==> src/rtl/ac_pkg.sv <==
package ac_pkg;

    typedef enum logic [3:0] {
        ST_IDLE,
        ST_ADDR,
        ST_ADDR_ACK,
        ST_REG,
        ST_REG_ACK,
        ST_DATA,
        ST_DATA_ACK,
        ST_RD_BYTE,
        ST_RD_ACK,
        ST_SKIP
    } bus_st_t;

    localparam logic [6:0] DEV_ADDR  = 7'h60;
    localparam logic [7:0] IX_MODE   = 8'h01;
    localparam logic [7:0] IX_LEVEL  = 8'h02;
    localparam logic [7:0] IX_OUT    = 8'h03;
    localparam logic [7:0] IX_ID     = 8'h04;
    localparam logic [7:0] ID_VALUE  = 8'h40;

    localparam int DB_FLOOR  = -59;
    localparam int KNEE_LO   = 8;
    localparam int KNEE_HI   = 16;

    typedef struct packed {
        logic       en_l;
        logic       en_r;
        logic       pdn;
        logic       mute_l;
        logic       mute_r;
        logic [4:0] level;
        logic       lowd;
        logic       hiz_l;
        logic       hiz_r;
    } ctl_t;

    localparam ctl_t CTL_RESET = '{en_l: 1'b0, en_r: 1'b0, pdn: 1'b1,
                                   mute_l: 1'b1, mute_r: 1'b1, level: 5'd0,
                                   lowd: 1'b0, hiz_l: 1'b0, hiz_r: 1'b0};

    // piecewise level law: 4 dB, then 2 dB, then 1 dB per step
    function automatic logic signed [6:0] code_to_db(input logic [4:0] c);
        int ci;
        int v;
        int at_lo;
        int at_hi;
        ci    = int'(c);
        at_lo = DB_FLOOR + 4 * KNEE_LO;
        at_hi = at_lo + 2 * (KNEE_HI - KNEE_LO);
        if (ci < KNEE_LO)
            v = DB_FLOOR + 4 * ci;
        else if (ci < KNEE_HI)
            v = at_lo + 2 * (ci - KNEE_LO);
        else
            v = at_hi + (ci - KNEE_HI);
        return 7'(v);
    endfunction

endpackage

==> src/rtl/ac_sync.sv <==
module ac_sync #(
    parameter int W = 2
) (
    input  logic         clk,
    input  logic         rst_n,
    input  logic [W-1:0] din,
    output logic [W-1:0] lvl,
    output logic [W-1:0] rise,
    output logic [W-1:0] fall
);
    for (genvar g = 0; g < W; g++) begin : g_line
        logic [2:0] pipe;
        always_ff @(posedge clk or negedge rst_n) begin
            if (!rst_n)
                pipe <= 3'b111;
            else
                pipe <= {pipe[1:0], din[g]};
        end
        assign lvl[g]  = pipe[1];
        assign rise[g] = pipe[1] & ~pipe[2];
        assign fall[g] = ~pipe[1] & pipe[2];
    end
endmodule

==> src/rtl/ac_bus_fsm.sv <==
module ac_bus_fsm
    import ac_pkg::*;
(
    input  logic       clk,
    input  logic       rst_n,
    input  logic       scl_rise,
    input  logic       scl_fall,
    input  logic       sda_lvl,
    input  logic       start_p,
    input  logic       stop_p,
    input  logic [7:0] rd_data,
    output logic       sda_pull,
    output logic       wr_stb,
    output logic [7:0] wr_data,
    output logic [7:0] ptr,
    output bus_st_t    st
);
    localparam logic [3:0] BITS = 4'd8;

    bus_st_t    nx;
    logic [7:0] sh;
    logic [3:0] cnt;
    logic       nack;
    logic       byte_done;

    assign byte_done = scl_fall && (cnt == BITS);

    always_ff @(posedge clk or negedge rst_n) begin
        if (!rst_n)
            st <= ST_IDLE;
        else
            st <= nx;
    end

    always_comb begin
        nx = st;
        if (start_p)
            nx = ST_ADDR;
        else if (stop_p)
            nx = ST_IDLE;
        else begin
            unique case (st)
                ST_IDLE:     nx = ST_IDLE;
                ST_ADDR:     if (byte_done)
                                 nx = (sh[7:1] == DEV_ADDR) ? ST_ADDR_ACK : ST_SKIP;
                ST_ADDR_ACK: if (scl_fall) nx = sh[0] ? ST_RD_BYTE : ST_REG;
                ST_REG:      if (byte_done) nx = ST_REG_ACK;
                ST_REG_ACK:  if (scl_fall) nx = ST_DATA;
                ST_DATA:     if (byte_done) nx = ST_DATA_ACK;
                ST_DATA_ACK: if (scl_fall) nx = ST_SKIP;
                ST_RD_BYTE:  if (scl_fall && cnt == BITS - 4'd1) nx = ST_RD_ACK;
                ST_RD_ACK:   if (scl_fall) nx = nack ? ST_SKIP : ST_RD_BYTE;
                ST_SKIP:     nx = ST_SKIP;
                default:     nx = ST_IDLE;
            endcase
        end
    end

    // shift register, bit counter, index pointer
    always_ff @(posedge clk or negedge rst_n) begin
        if (!rst_n) begin
            sh   <= '0;
            cnt  <= '0;
            ptr  <= '0;
            nack <= 1'b1;
        end else if (start_p) begin
            cnt <= '0;
        end else begin
            unique case (st)
                ST_ADDR, ST_REG, ST_DATA: begin
                    if (scl_rise) begin
                        sh  <= {sh[6:0], sda_lvl};
                        cnt <= cnt + 4'd1;
                    end
                    if (byte_done) begin
                        cnt <= '0;
                        if (st == ST_REG)
                            ptr <= sh;
                    end
                end
                ST_ADDR_ACK: begin
                    if (scl_fall && sh[0]) begin
                        sh  <= rd_data;
                        cnt <= '0;
                    end
                end
                ST_RD_BYTE: begin
                    if (scl_fall) begin
                        sh  <= {sh[6:0], 1'b0};
                        cnt <= cnt + 4'd1;
                    end
                end
                ST_RD_ACK: begin
                    if (scl_rise)
                        nack <= sda_lvl;
                    if (scl_fall && !nack) begin
                        sh  <= rd_data;
                        cnt <= '0;
                    end
                end
                default: ;
            endcase
        end
    end

    always_comb begin
        sda_pull = 1'b0;
        wr_stb   = 1'b0;
        unique case (st)
            ST_ADDR_ACK, ST_REG_ACK, ST_DATA_ACK: sda_pull = 1'b1;
            ST_RD_BYTE:                           sda_pull = ~sh[7];
            ST_DATA:                              wr_stb   = byte_done;
            default: ;
        endcase
    end

    assign wr_data = sh;
endmodule

==> src/rtl/ac_regs.sv <==
module ac_regs
    import ac_pkg::*;
#(
    parameter int CLK_HZ  = 10_000_000,
    parameter int LOCK_US = 3000
) (
    input  logic             clk,
    input  logic             rst_n,
    input  logic             wr_stb,
    input  logic [7:0]       wr_data,
    input  logic [7:0]       ix,
    input  logic             therm,
    output logic [7:0]       rd_data,
    output ctl_t             ctl,
    output logic             lock_active,
    output logic signed [6:0] gain
);
    localparam int LOCK_CYC = (CLK_HZ / 1_000_000) * LOCK_US;
    localparam int CW       = $clog2(LOCK_CYC + 1);

    logic [CW-1:0] lock_cnt;
    logic          wr_ok;

    assign lock_active = (lock_cnt != '0);
    assign wr_ok       = wr_stb && !lock_active;

    always_ff @(posedge clk or negedge rst_n) begin
        if (!rst_n) begin
            ctl      <= CTL_RESET;
            lock_cnt <= '0;
        end else begin
            if (lock_active)
                lock_cnt <= lock_cnt - 1'b1;
            if (wr_ok) begin
                case (ix)
                    IX_MODE: begin
                        ctl.en_l <= wr_data[7];
                        ctl.en_r <= wr_data[6];
                        ctl.pdn  <= wr_data[0];
                        if (wr_data[0])
                            lock_cnt <= CW'(LOCK_CYC);
                    end
                    IX_LEVEL: begin
                        ctl.mute_l <= wr_data[7];
                        ctl.mute_r <= wr_data[6];
                        ctl.level  <= wr_data[5:1];
                    end
                    IX_OUT: begin
                        ctl.lowd  <= wr_data[3];
                        ctl.hiz_l <= wr_data[1];
                        ctl.hiz_r <= wr_data[0];
                    end
                    default: ;
                endcase
            end
        end
    end

    always_comb begin
        case (ix)
            IX_MODE:  rd_data = {ctl.en_l, ctl.en_r, 4'b0, therm, ctl.pdn};
            IX_LEVEL: rd_data = {ctl.mute_l, ctl.mute_r, ctl.level, 1'b0};
            IX_OUT:   rd_data = {4'b0, ctl.lowd, 1'b0, ctl.hiz_l, ctl.hiz_r};
            IX_ID:    rd_data = ID_VALUE;
            default:  rd_data = 8'h00;
        endcase
    end

    assign gain = code_to_db(ctl.level);
endmodule

==> src/rtl/audio_ctl_i2c.sv <==
module audio_ctl_i2c
    import ac_pkg::*;
#(
    parameter int CLK_HZ  = 10_000_000,
    parameter int LOCK_US = 3000
) (
    input  logic              clk,
    input  logic              rst_n,
    input  logic              scl,
    input  logic              sda_in,
    input  logic              therm_flag,
    output logic              sda_pull,
    output logic              shutdown,
    output logic              amp_en_l,
    output logic              amp_en_r,
    output logic              mute_l,
    output logic              mute_r,
    output logic [4:0]        vol_code,
    output logic              low_dist,
    output logic              hiz_l,
    output logic              hiz_r,
    output logic signed [6:0] gain_db
);
    localparam int LINES = 2;
    localparam int L_SCL = 0;
    localparam int L_SDA = 1;

    logic [LINES-1:0] lvl;
    logic [LINES-1:0] rise;
    logic [LINES-1:0] fall;
    logic             start_p;
    logic             stop_p;
    logic             wr_stb;
    logic [7:0]       wr_data;
    logic [7:0]       ptr;
    logic [7:0]       rd_data;
    logic             lock_active;
    bus_st_t          bus_st;
    ctl_t             ctl;

    ac_sync #(.W(LINES)) u_sync (
        .clk  (clk),
        .rst_n(rst_n),
        .din  ({sda_in, scl}),
        .lvl  (lvl),
        .rise (rise),
        .fall (fall)
    );

    assign start_p = fall[L_SDA] && lvl[L_SCL];
    assign stop_p  = rise[L_SDA] && lvl[L_SCL];

    ac_bus_fsm u_fsm (
        .clk     (clk),
        .rst_n   (rst_n),
        .scl_rise(rise[L_SCL]),
        .scl_fall(fall[L_SCL]),
        .sda_lvl (lvl[L_SDA]),
        .start_p (start_p),
        .stop_p  (stop_p),
        .rd_data (rd_data),
        .sda_pull(sda_pull),
        .wr_stb  (wr_stb),
        .wr_data (wr_data),
        .ptr     (ptr),
        .st      (bus_st)
    );

    ac_regs #(.CLK_HZ(CLK_HZ), .LOCK_US(LOCK_US)) u_regs (
        .clk        (clk),
        .rst_n      (rst_n),
        .wr_stb     (wr_stb),
        .wr_data    (wr_data),
        .ix         (ptr),
        .therm      (therm_flag),
        .rd_data    (rd_data),
        .ctl        (ctl),
        .lock_active(lock_active),
        .gain       (gain_db)
    );

    assign shutdown = ctl.pdn;
    assign amp_en_l = ctl.en_l;
    assign amp_en_r = ctl.en_r;
    assign mute_l   = ctl.mute_l;
    assign mute_r   = ctl.mute_r;
    assign vol_code = ctl.level;
    assign low_dist = ctl.lowd;
    assign hiz_l    = ctl.hiz_l;
    assign hiz_r    = ctl.hiz_r;
endmodule

==> config.mk <==
export PLATFORM = sky130hd
export DESIGN_NAME = audio_ctl_i2c
export DESIGN_NICKNAME = d
export VERILOG_FILES = /design/src/rtl/ac_pkg.sv /design/src/rtl/ac_sync.sv /design/src/rtl/ac_bus_fsm.sv /design/src/rtl/ac_regs.sv /design/src/rtl/audio_ctl_i2c.sv
export SDC_FILE = /design/constraint.sdc
export NUM_CORES = 1
export LEC_CHECK = 0
export BUFFER_PORTS_ARGS = -buffer_cell sky130_fd_sc_hd__buf_2
export CAP_MARGIN = 30
export CORE_UTILIZATION = 60
export DETAILED_ROUTE_END_ITERATION = 6
export PLACE_DENSITY = 0.79
export SYNTH_ARGS = -nofsm -noshare
export SYNTH_HDL_FRONTEND = slang
export SYNTH_HIERARCHICAL = 1
export SYNTH_SLANG_ARGS = --single-unit
==> constraint.sdc <==
create_clock -name clk -period 2.2 [get_ports clk]
set_input_delay 0.11 -clock clk [delete_from_list [all_inputs] [get_ports clk]]
set_output_delay 0.11 -clock clk [all_outputs]
set_load 0.01 [all_outputs]
==> metrics.txt <==
Area growth syn-to-layout 14.0%; first-pass GRT wire length 13.6 mm; Post-DRT Antenna Nets 0; I/O Buffers 25; DRT iter0 DRCs 335; Post-Syn Area 3620 um2; kind of critical path reg2reg; Final setup viols 0; Clock Skew 0.00644 ns; core footprint 5680 um2; met2 Usage GRT 44.9%; 1st-pass router iterations 5; register area share after synthesis 41.1%; Post-route DRC 0; Detailed Place HPWL 5.47 mm; Syn Inst Count 350; Place WS -0.0384 ns; final wirelength 7.93 mm; fmax 470 MHz; CTS tree done; diode count 0; nets 401; CTS max path bufs 2; chip height 79.7 um; clock root buffer master clkbuf_8; VDD IR max 0.00141 V; Synth Register Bits 59; Final Hold Slack 0.281 ns; Switching Share 41.6%; nature of the critical path endpoint flop; slew margin rel. 63.8%; Synth area leader dfrtp_1; Pins Over Slew Limit 0; clk sinks 59; Die X 79.7 um; Setup Fix Bufs, Post-CTS 0; RSZ-0062 raised after global routing no; Fill cells 402; Worst R2R End u_regs/ctl[7]$_DFFE_PN0P_; Synth top cells by count 49 x dfrtp_1, 22 x nand2_1, 18 x mux2_2; Post-synth EDFFs 0; Via Count 2905; vias in the first global route 2893; die area 6350 um2; CTS Buf Count 9; Clk pin slew, worst setup/hold paths 0.06 ns; clock latency on the worst-skew pair 0.33 ns; post-layout min period 2.13 ns; synth unique cells 67; Synth Area per Inst 10.3 um2; io pins 26; async set-reset flop share out of synthesis 100%; Initial Util 63.8%; antenna violations before repair 0; grt peak-use layer met2; most instantiated library cell after synthesis dfrtp_1; met3 GRT Util 4.00%; top cell type's share of synthesized area 33.9%; Worst R2R Path Depth 7; overall power 6.01 mW; min setup slack post-route 0.0718 ns; Max Cap Viol 0; Placement Cell Area 3860 um2; pwr/cell area 1460 nW/um2; Critical Path AT 2.34 ns; Final Instance Area 4130 um2; Pleak 1.94 nW; Startpoint Class flop; Worst Max-Slew Pin Slew 0.543 ns; Period Utilization, post-route 96.7%; HP Class in2async; r2r startpoint u_fsm/cnt[0]$_DFFE_PN0P_; Ys Warns 6; H-Tree Level Count 3; Post-Syn Nets 365; synth top area cells dfrtp_1 34%, dfstp_2 7.3%, mux2_2 5.6%, mux2_1 4.7%, ha_1 3.5%; ys flop type dfrtp_1; Seq pwr share 29.0%; CP Max Fanout 7; Worst R2R Setup Slack 0.07 ns; FF/Latch Area 1490 um2; vias per cell 6.27; WL per Instance 17.1 um; grt total ovfl 0; GR Layer Usage met1 38.7%; Critical Path RT 2.41 ns; Clock power frac 18.0%; share of layout cells above drive strength 1 29.9%; Final TNS setup 0 ns; Final Wtd Congestion 0.930; pin count of the biggest net entering global routing 24; logic gate share of total power 52.9%; Int Power 3.51 mW; status completed; Multi-input gate area 1960 um2; final hold vios 0; gr usage total 28.2%; net switching power figure 2.50 mW; Site Rows 27
## flip-flops by register name, summed over array words and instances (netlist names)
| signal | cells |
|---|---|
| u_regs/lock_cnt | 15 |
| u_regs/ctl | 13 |
| u_fsm/ptr | 8 |
| u_fsm/wr_data | 8 |
| u_sync/g_line.pipe | 6 |
| u_fsm/cnt | 4 |
| u_fsm/st | 4 |
| u_fsm/nack | 1 |
## cell families (layout without fill, tap and decap cells)
group	Yosys count	count (layout)	synth area share [%]
buffers and inverters	38	79	5.12
AND/OR/NAND/NOR	125	125	21.0
adder cells (fa/ha/maj)	10	10	3.46
XOR/XNOR	9	9	2.18
flip-flops	59	59	41.1
multiplexers	49	49	15.7
AO/OA/AOI/OAI	60	60	11.4
## area by class of cell
type | count | area share (%)
multi-input combinational | 253 | 47.5
sequential | 59 | 36.2
timing repair buffer | 45 | 7.16
clock buffer | 11 | 3.43
tap | 72 | 2.18
clock inverter | 5 | 1.88
inverter | 18 | 1.64
## power by group through the flow
stage               Clock [mW]  Combinational (mW)  Sequential (mW)
floorplan                    0                2.60             1.58
global placement             0                3.02             1.74
detailed placement           0                3.14             1.75
CTS                       1.11                3.16             1.73
global route              1.15                3.53             1.78
finish                    1.08                3.18             1.75
## layout by cell type (no fill, tap or decap), types with 5 or more instances in the layout
| cell type | n |
|---|---|
| a211oi_1 | 8 |
| a21oi_1 | 11 |
| and3_1 | 5 |
| buf_2 | 25 |
| buf_4 | 16 |
| clkbuf_8 | 10 |
| dfrtp_1 | 45 |
| dfstp_2 | 10 |
| ha_1 | 9 |
| inv_1 | 16 |
| mux2_1 | 15 |
| mux2_2 | 18 |
| mux2_4 | 7 |
| mux2i_1 | 9 |
| nand2_1 | 22 |
| nand2b_1 | 5 |
| nand3_1 | 12 |
| nor2_1 | 15 |
| nor2b_1 | 6 |
| nor3_1 | 11 |
| nor4_1 | 9 |
| o21ai_0 | 11 |
| xnor2_1 | 8 |
## through the flow
step,instances,utilization [%]
3_3_place_gp,444,68.0
2_1_floorplan,350,-
5_1_grt,463,72.7
6_report,463,72.7
4_1_cts,463,72.5
3_5_place_dp,444,68.0
## worst max-delay path by stage
stage                                                  start  cells after the start                            to  slack [ns]
after floorplan                 u_regs/lock_cnt[0]$_DFF_PN0_                      8     u_regs/ctl[3]$_DFFE_PN0P_        0.21
after global placement    u_sync/g_line[0].pipe[2]$_DFF_PN1_                      6     u_regs/ctl[6]$_DFFE_PN0P_        0.10
after detailed placement            u_fsm/cnt[0]$_DFFE_PN0P_                      7     u_regs/ctl[7]$_DFFE_PN0P_       -0.04
after CTS                            u_fsm/st[3]$_DFFE_PN0P_                      6  u_fsm/wr_data[3]$_DFFE_PN0P_        0.06
after global routing            u_regs/lock_cnt[0]$_DFF_PN0_                      6     u_regs/ctl[7]$_DFFE_PN0P_        0.01
final                               u_fsm/cnt[0]$_DFFE_PN0P_                      7     u_regs/ctl[7]$_DFFE_PN0P_        0.07
## critical path, cell delays in order, from the launching register on
cell and delay, ns:
dfrtp_1 0.39, inv_1 0.11, ha_1 0.17, nand4b_1 0.22, nor3_2 0.23, buf_4 0.16
and4_2 0.35, mux2_1 0.36
## metal layers
metal  routed length [um]  vias to the layer above
met5                    0                        -
met4                  104                        0
met3                  437                       13
met2                 3810                      108
met1                 3580                     1438
li1                     -                     1346
## timing repair
| item | CTS | global route |
|---|---|---|
| endpoints found under the setup margin | 10 | 15 |
| endpoints found under the hold margin | 23 | 0 |
| pin swaps | 0 | 2 |
| gates resized for setup | 3 | 5 |
| hold buffers | 3 | 0 |
(Power assumes the default switching activity.)
